**config.mk**
```make
export PLATFORM = sky130hd
export DESIGN_NAME = tri_wire_cfg
export DESIGN_NICKNAME = d
export VERILOG_FILES = /design/src/rtl/tri_wire_cfg_pkg.sv /design/src/rtl/cfg_edge_ctrl.sv /design/src/rtl/cfg_shift_dp.sv /design/src/rtl/cfg_power_decode.sv /design/src/rtl/tri_wire_cfg.sv
export SDC_FILE = /design/constraint.sdc
export NUM_CORES = 1
export LEC_CHECK = 0
export BUFFER_PORTS_ARGS = -buffer_cell sky130_fd_sc_hd__buf_4
export CORE_ASPECT_RATIO = 0.9
export CORE_MARGIN = 8
export CORE_UTILIZATION = 30
export DETAILED_ROUTE_END_ITERATION = 12
export GPL_TIMING_DRIVEN = 0
export SYNTH_ARGS = -nofsm -noshare
export SYNTH_HDL_FRONTEND = slang
export SYNTH_SLANG_ARGS = --single-unit
```
**constraint.sdc**
```tcl
create_clock -name clk -period 1.8 [get_ports clk]
set_input_delay 0.18 -clock clk [delete_from_list [all_inputs] [get_ports clk]]
set_output_delay 0.18 -clock clk [all_outputs]
set_load 0.1 [all_outputs]
```
**src/rtl/tri_wire_cfg_pkg.sv**
```systemverilog
package tri_wire_cfg_pkg;

  typedef struct packed {
    logic shiftEn;
    logic loadEn;
  } ctrlStrobes_t;

  typedef struct packed {
    logic y;
    logic x;
    logic sm2;
    logic sm1;
    logic se;
    logic ad;
    logic n1;
    logic n0;
  } cfgFields_t;

  localparam int FIELD_W = $bits(cfgFields_t);

  typedef enum logic [1:0] {
    PWR_SLEEP   = 2'd0,
    PWR_STANDBY = 2'd1,
    PWR_ACTIVE  = 2'd2
  } pwrState_t;

endpackage

```
**src/rtl/cfg_edge_ctrl.sv**
```systemverilog
module cfg_edge_ctrl
  import tri_wire_cfg_pkg::*;
(
  input  logic         clk,
  input  logic         rstN,
  input  logic         serClk,
  input  logic         serStrobe,
  input  logic         serData,
  output logic         dataQ,
  output ctrlStrobes_t strb
);

  logic sclkQ, sclkQQ, stbQ, stbQQ;

  always_ff @(posedge clk or negedge rstN) begin
    if (!rstN) begin
      sclkQ  <= 1'b0;
      sclkQQ <= 1'b0;
      stbQ   <= 1'b0;
      stbQQ  <= 1'b0;
      dataQ  <= 1'b0;
    end else begin
      sclkQ  <= serClk;
      sclkQQ <= sclkQ;
      stbQ   <= serStrobe;
      stbQQ  <= stbQ;
      dataQ  <= serData;
    end
  end

  always_comb begin
    strb.shiftEn = sclkQ & ~sclkQQ;
    strb.loadEn  = stbQ & ~stbQQ;
  end


  single_shift_chk: assert property (@(posedge clk) disable iff (!rstN)
    strb.shiftEn |=> !strb.shiftEn);


  single_load_chk: assert property (@(posedge clk) disable iff (!rstN)
    strb.loadEn |=> !strb.loadEn);

endmodule

```
**src/rtl/cfg_shift_dp.sv**
```systemverilog
module cfg_shift_dp
  import tri_wire_cfg_pkg::*;
#(
  parameter int              WORD_W    = 24,
  parameter int              ADDR_W    = 4,
  parameter logic [ADDR_W-1:0] CHIP_ADDR = 4'b1101
) (
  input  logic         clk,
  input  logic         rstN,
  input  logic         dataQ,
  input  ctrlStrobes_t strb,
  output cfgFields_t   fieldsQ
);

  localparam int FIELD_LO = ADDR_W;
  localparam int FIELD_HI = ADDR_W + FIELD_W - 1;

  logic [WORD_W-1:0] shiftReg;
  logic              addrHit;
  logic              unusedResBits;

  assign addrHit       = (shiftReg[ADDR_W-1:0] == CHIP_ADDR);
  assign unusedResBits = ^shiftReg[WORD_W-1:FIELD_HI+1];

  always_ff @(posedge clk or negedge rstN) begin
    if (!rstN) begin
      shiftReg <= '0;
    end else if (strb.shiftEn) begin
      shiftReg <= {dataQ, shiftReg[WORD_W-1:1]};
    end
  end

  always_ff @(posedge clk or negedge rstN) begin
    if (!rstN) begin
      fieldsQ <= '0;
    end else if (strb.loadEn && addrHit) begin
      fieldsQ <= cfgFields_t'(shiftReg[FIELD_HI:FIELD_LO]);
    end
  end


  bad_addr_hold_chk: assert property (@(posedge clk) disable iff (!rstN)
    (strb.loadEn && !addrHit) |=> $stable(fieldsQ));


  no_strobe_hold_chk: assert property (@(posedge clk) disable iff (!rstN)
    !strb.loadEn |=> $stable(fieldsQ));

endmodule

```
**src/rtl/cfg_power_decode.sv**
```systemverilog
module cfg_power_decode
  import tri_wire_cfg_pkg::*;
(
  input  logic       clk,
  input  logic       rstN,
  input  cfgFields_t fieldsQ,
  output logic [3:0] divRatio,
  output pwrState_t  pwrState,
  output logic       clkAOn,
  output logic       loOn,
  output logic       clkBOn,
  output logic       coreOn,
  output logic       synthOn
);

  always_comb begin
    divRatio = 4'd6 + {3'b000, fieldsQ.n0} + {2'b00, fieldsQ.n1, 1'b0};
    if (!fieldsQ.sm1)     pwrState = PWR_SLEEP;
    else if (fieldsQ.sm2) pwrState = PWR_ACTIVE;
    else                  pwrState = PWR_STANDBY;
    clkAOn  = (pwrState != PWR_SLEEP);
    loOn    = (pwrState != PWR_SLEEP);
    clkBOn  = (pwrState == PWR_ACTIVE);
    coreOn  = (pwrState == PWR_ACTIVE);
    synthOn = (pwrState == PWR_ACTIVE) & fieldsQ.se;
  end


  div_range_chk: assert property (@(posedge clk) disable iff (!rstN)
    (divRatio >= 4'd6) && (divRatio <= 4'd9));


  active_nests_standby_chk: assert property (@(posedge clk) disable iff (!rstN)
    (clkBOn || coreOn || synthOn) |-> (clkAOn && loOn));


  sleep_all_off_chk: assert property (@(posedge clk) disable iff (!rstN)
    !fieldsQ.sm1 |-> !(clkAOn || loOn || clkBOn || coreOn || synthOn));

endmodule

```
**src/rtl/tri_wire_cfg.sv**
```systemverilog
module tri_wire_cfg
  import tri_wire_cfg_pkg::*;
#(
  parameter int                WORD_W    = 24,
  parameter int                ADDR_W    = 4,
  parameter logic [ADDR_W-1:0] CHIP_ADDR = 4'b1101
) (
  input  logic       clk,
  input  logic       rstN,
  input  logic       serClk,
  input  logic       serStrobe,
  input  logic       serData,
  output logic [3:0] divRatio,
  output logic       dualMode,
  output logic       synthEn,
  output logic       sm1Bit,
  output logic       sm2Bit,
  output logic       clkADiv3,
  output logic       clkBDiv2,
  output logic [1:0] pwrState,
  output logic       clkAOn,
  output logic       loOn,
  output logic       clkBOn,
  output logic       coreOn,
  output logic       synthOn
);

  ctrlStrobes_t strb;
  cfgFields_t   fieldsQ;
  pwrState_t    stateDec;
  logic         dataQ;

  cfg_edge_ctrl ctrl_i (
    .clk(clk), .rstN(rstN), .serClk(serClk), .serStrobe(serStrobe),
    .serData(serData), .dataQ(dataQ), .strb(strb)
  );

  cfg_shift_dp #(.WORD_W(WORD_W), .ADDR_W(ADDR_W), .CHIP_ADDR(CHIP_ADDR)) dp_i (
    .clk(clk), .rstN(rstN), .dataQ(dataQ), .strb(strb), .fieldsQ(fieldsQ)
  );

  cfg_power_decode dec_i (
    .clk(clk), .rstN(rstN), .fieldsQ(fieldsQ), .divRatio(divRatio),
    .pwrState(stateDec), .clkAOn(clkAOn), .loOn(loOn), .clkBOn(clkBOn),
    .coreOn(coreOn), .synthOn(synthOn)
  );

  assign pwrState = stateDec;
  assign dualMode = fieldsQ.ad;
  assign synthEn  = fieldsQ.se;
  assign sm1Bit   = fieldsQ.sm1;
  assign sm2Bit   = fieldsQ.sm2;
  assign clkADiv3 = fieldsQ.x;
  assign clkBDiv2 = fieldsQ.y;

endmodule

```
# After elaboration in Yosys (flattened, before gate mapping)
# Cells that the tools add are included.
# totals
ff_bits	37
latch_bits	0
ram_bits	0
romBits	0
input_bits	5
out_inout_bits	17
elab_cells	27
memories	0
# op_classes
add_sub_neg	2
multipliers	0
n_div	0
magnitude_cmp	0
eq_ne	2
n_shift	0
n_mux	2
bitwise_logic	5
n_reduce_logical	2
# op_table
op	n
$add 3x1->4 const A	1
$add 4x2->4	1
$eq 4x4->1 const B	1
$mux 2	2
$and 1x1->1	3
$eq 2x2->1 const B	1
$not 1->1	2
$reduce_bool 2->1	1
$logic_and 1x1->1	1

# Logic depth before layout (Yosys ltp)
# depth
depth_word	4
ltp_mapped	4
ltp_nobuf	3

# Hierarchy
# From an unflattened synthesis, not the netlist that was laid out.
# unflattened
cells_unflattened	87
area_unflattened_um2	1433.9
# by_module_without_submodules
mod	n_inst	cells_per_inst	area_each_um2
cfg_shift_dp	1	69	1204.9
cfg_edge_ctrl	1	7	152.6
cfg_power_decode	1	11	76.3

# Worst setup path after synthesis
# Ideal clock, no wire load.
# synth_path
path_kind	register -> output
start	register, netlist name dp_i.fieldsQ[4]
end	output pwrState[0]
arrival_time_ns	2.391
path_slack_ns	-0.771
stages_incl_launch_ff	2
n_path_buf	0
path_cell_list	dfrtp_1 nor2b_1
# synth_between
elab_chain_cells	1
# synth_rtl
item	line_no	source
$mux 2	cfg_power_decode.sv:18	if (!fieldsQ.sm1) pwrState = PWR_SLEEP;
to (decl)	tri_wire_cfg.sv:20	output logic [1:0] pwrState,
# Every way passes these cells.

# Worst setup path in the final report
# layout_path
start	register dp_i.shiftReg[1]
end	register, netlist name dp_i.fieldsQ[7]
# layout_between
elab_chain_cells	2
# layout_rtl
item	line_no	source
from (decl)	cfg_shift_dp.sv:18	logic [WORD_W-1:0] shiftReg;
from (signal assigned)	cfg_shift_dp.sv:29	shiftReg <= {dataQ, shiftReg[WORD_W-1:1]};
$eq 4x4->1	cfg_shift_dp.sv:22	assign addrHit = (shiftReg[ADDR_W-1:0] == CHIP_ADDR);
$logic_and 1x1->1	cfg_shift_dp.sv:36	end else if (strb.loadEn && addrHit) begin
# Every way passes these cells.
# A chain may end at the register's enable or synchronous reset.

==> flow_summary.ini <==
[outcome]
status = finished clean

[flow_run]
max_cap_viol_count = 0

[die]
fp.coreArea_mm2 = 0.00449
rows = 23
die_w_um = 88.2
num_io_pins = 22
die_h_um = 81.0
start_util = 0.313
dieArea_mm2 = 0.00714

[logic_synthesis]
syn-num-nets = 89
syn_area_mm2 = 0.00141
syn_avg_cell_area_um2 = 16.7
synth_warnings = 0
ys_types = 12
netlist_instances = 84
ys_seq_elements = 37
ys_seq_area_frac = 0.658

[cells_and_area]
syn2layout_area_growth_pct = 27.4
regArea_um2 = 932
layout_commonest_cell = dfrtp_1
drive_gt1_frac = 0.650
final_cell_mix = dfrtp_1 (34), mux2_2 (32), buf_4 (25)
n_fill_cell = 437
multi_input_area_um2 = 434
antenna_cells = 0
layout.cells.non_filler = 179
post-route-util = 0.399
nNetsFinal = 121

[timing]
layout_worst_path_cycle_share = 0.837
worst_slack_ps = 294
hold_viol = 0
worst_pin_slew_ps = 474
setup_viol = 0
rsz0062_at_grt = false
clock_skew_ps = 9.43
hold_ws_ps = 379
period_needed_ps = 1510
max_freq_mhz = 664
relSlewSlack = 0.684
slew_viol_final = 0

[pwr]
leakage_nw = 0.907
peakVddDrop_mv = 0.316
power_w = 0.00187
power_density_mw_per_mm2 = 1040

[grt]
grt_max_degree = 38
grt_pass1_vias = 839
antenna_found_initial = 0
grt_remaining_overflow = 0
grt_pass1_wl_um = 3680
grtUsageTotal = 0.0691

[critical_path]
critPathMaxStageDelay_ps = 440
criticalPathCategory = reg2reg
critPathSlowestCell = nor3b_4
crit_path_max_fanout = 8
crit_required_ps = 1970
crit_path_end_kind = flop
critPathLaunch = dp_i.shiftReg[1]
arrival_ps = 1680
critPathBufInv = 0
cp_cell_sequence = nand4b_4, nor3b_4, mux2_2
critPathTopFamily = simple AND/OR/NAND/NOR gates
worst_setup_path_start_kind = flop
reg2reg_from = dp_i.shiftReg[1]

[placement]
dpl.hpwl_um = 1470
gp_congestion = 0.664
port_buffers = 21
place_ws_ps = 268
dp_cells = 167

[clock_network]
cts_setup_buffers = 0
htreeDepth = 2
clock-sinks = 37
path_clk_slew_ps = 60
cts.path.max_buffers = 2
clock_latency_ps = 290
cts-root-buf = clkbuf_8
cts_tree = yes
cts_buffers = 5
hold_buffers = 4
ctsResizeCount = 0

[drt]
wl_um = 2200
vias = 755
via_per_inst = 4.22
wl_per_cell_um = 12.3
route.detailed.drc = 0
first_pass_iters = 2
drt_first_iter_violations = 27
ant_nets = 0

[min_path]
min_from = ctrl_i.sclkQ
hold_class = reg2reg
## worst paths after layout
path | slack [ps] | to | cells past startpoint
worst max-delay path | 290 | dp_i.fieldsQ[7] | 3
min in group asynchronous | 390 | dp_i.fieldsQ[2] | 2
max in group asynchronous | 1060 | dp_i.fieldsQ[5] | 2
worst min register to register | 380 | ctrl_i.sclkQQ | 0
worst max register to register | 290 | dp_i.fieldsQ[7] | 3
worst min-delay path | 380 | ctrl_i.sclkQQ | 0
## metal layers
layer,part of all wire,GRT usage,routed length (um),vias to the layer above
met5,0,0,0,-
met2,0.44,0.107,968,23
met3,0.10,0.0343,229,9
met4,0.028,0.0556,61,0
met1,0.43,0.0697,940,375
li1,-,-,-,348
## cell usage after synthesis, drive strengths merged
master	instances	area, um2
and2	1	6.26
and3	1	6.26
buf	7	45.0
clkbuf	1	3.75
dfrtp	37	926
inv	1	3.75
mux2	32	360
nand2b	1	6.26
nand4b	1	23.8
nor2b	1	6.26
nor3b	1	18.8
## stage by stage
stage | cell area (um2) | setup TNS [ps]
3_5_place_dp | 1660 | 0
2_1_floorplan | 1430 | -2.23
5_1_grt | 1790 | 0
4_1_cts | 1790 | 0
3_3_place_gp | 1660 | 0
6_report | 1790 | 0
## power by group
part	leakage, nW	internal [W]	total, W	switching (W)
Clock	0.0455	0.000312	0.000579	0.000268
Sequential	0.475	0.000998	0.00108	0.0000836
Combinational	0.386	0.000143	0.000209	0.0000662
Total	0.907	0.00145	0.00187	0.000417
## cells by family (layout without fill, tap and decap cells)
family	count (synthesis)	in the layout	share of synthesized area
and+or+nand+nor	6	6	0.0481
muxes	32	32	0.256
buffers and inverters	9	42	0.0374
DFF	37	37	0.658
## area by class of cell
type	count	area share
Tap cell	62	0.0433
Clock buffer	8	0.0503
Multi-Input combinational cell	38	0.242
Sequential cell	37	0.520
Timing Repair Buffer	25	0.110
Inverter	1	0.00419
Buffer	8	0.0293
## worst register-to-register path: cells and delay by family (launching register included)
kind,cells,cell delay (ps)
mux,1,390
simple gates,2,620
flops,1,390
## registers in the layout, indices dropped and copies added (netlist names)
name,cells
ctrl_i.dataQ,1
ctrl_i.sclkQ,1
ctrl_i.sclkQQ,1
ctrl_i.stbQ,1
ctrl_i.stbQQ,1
dp_i.fieldsQ,8
dp_i.shiftReg,24
Note: power is estimated with default switching activity, not from simulation.
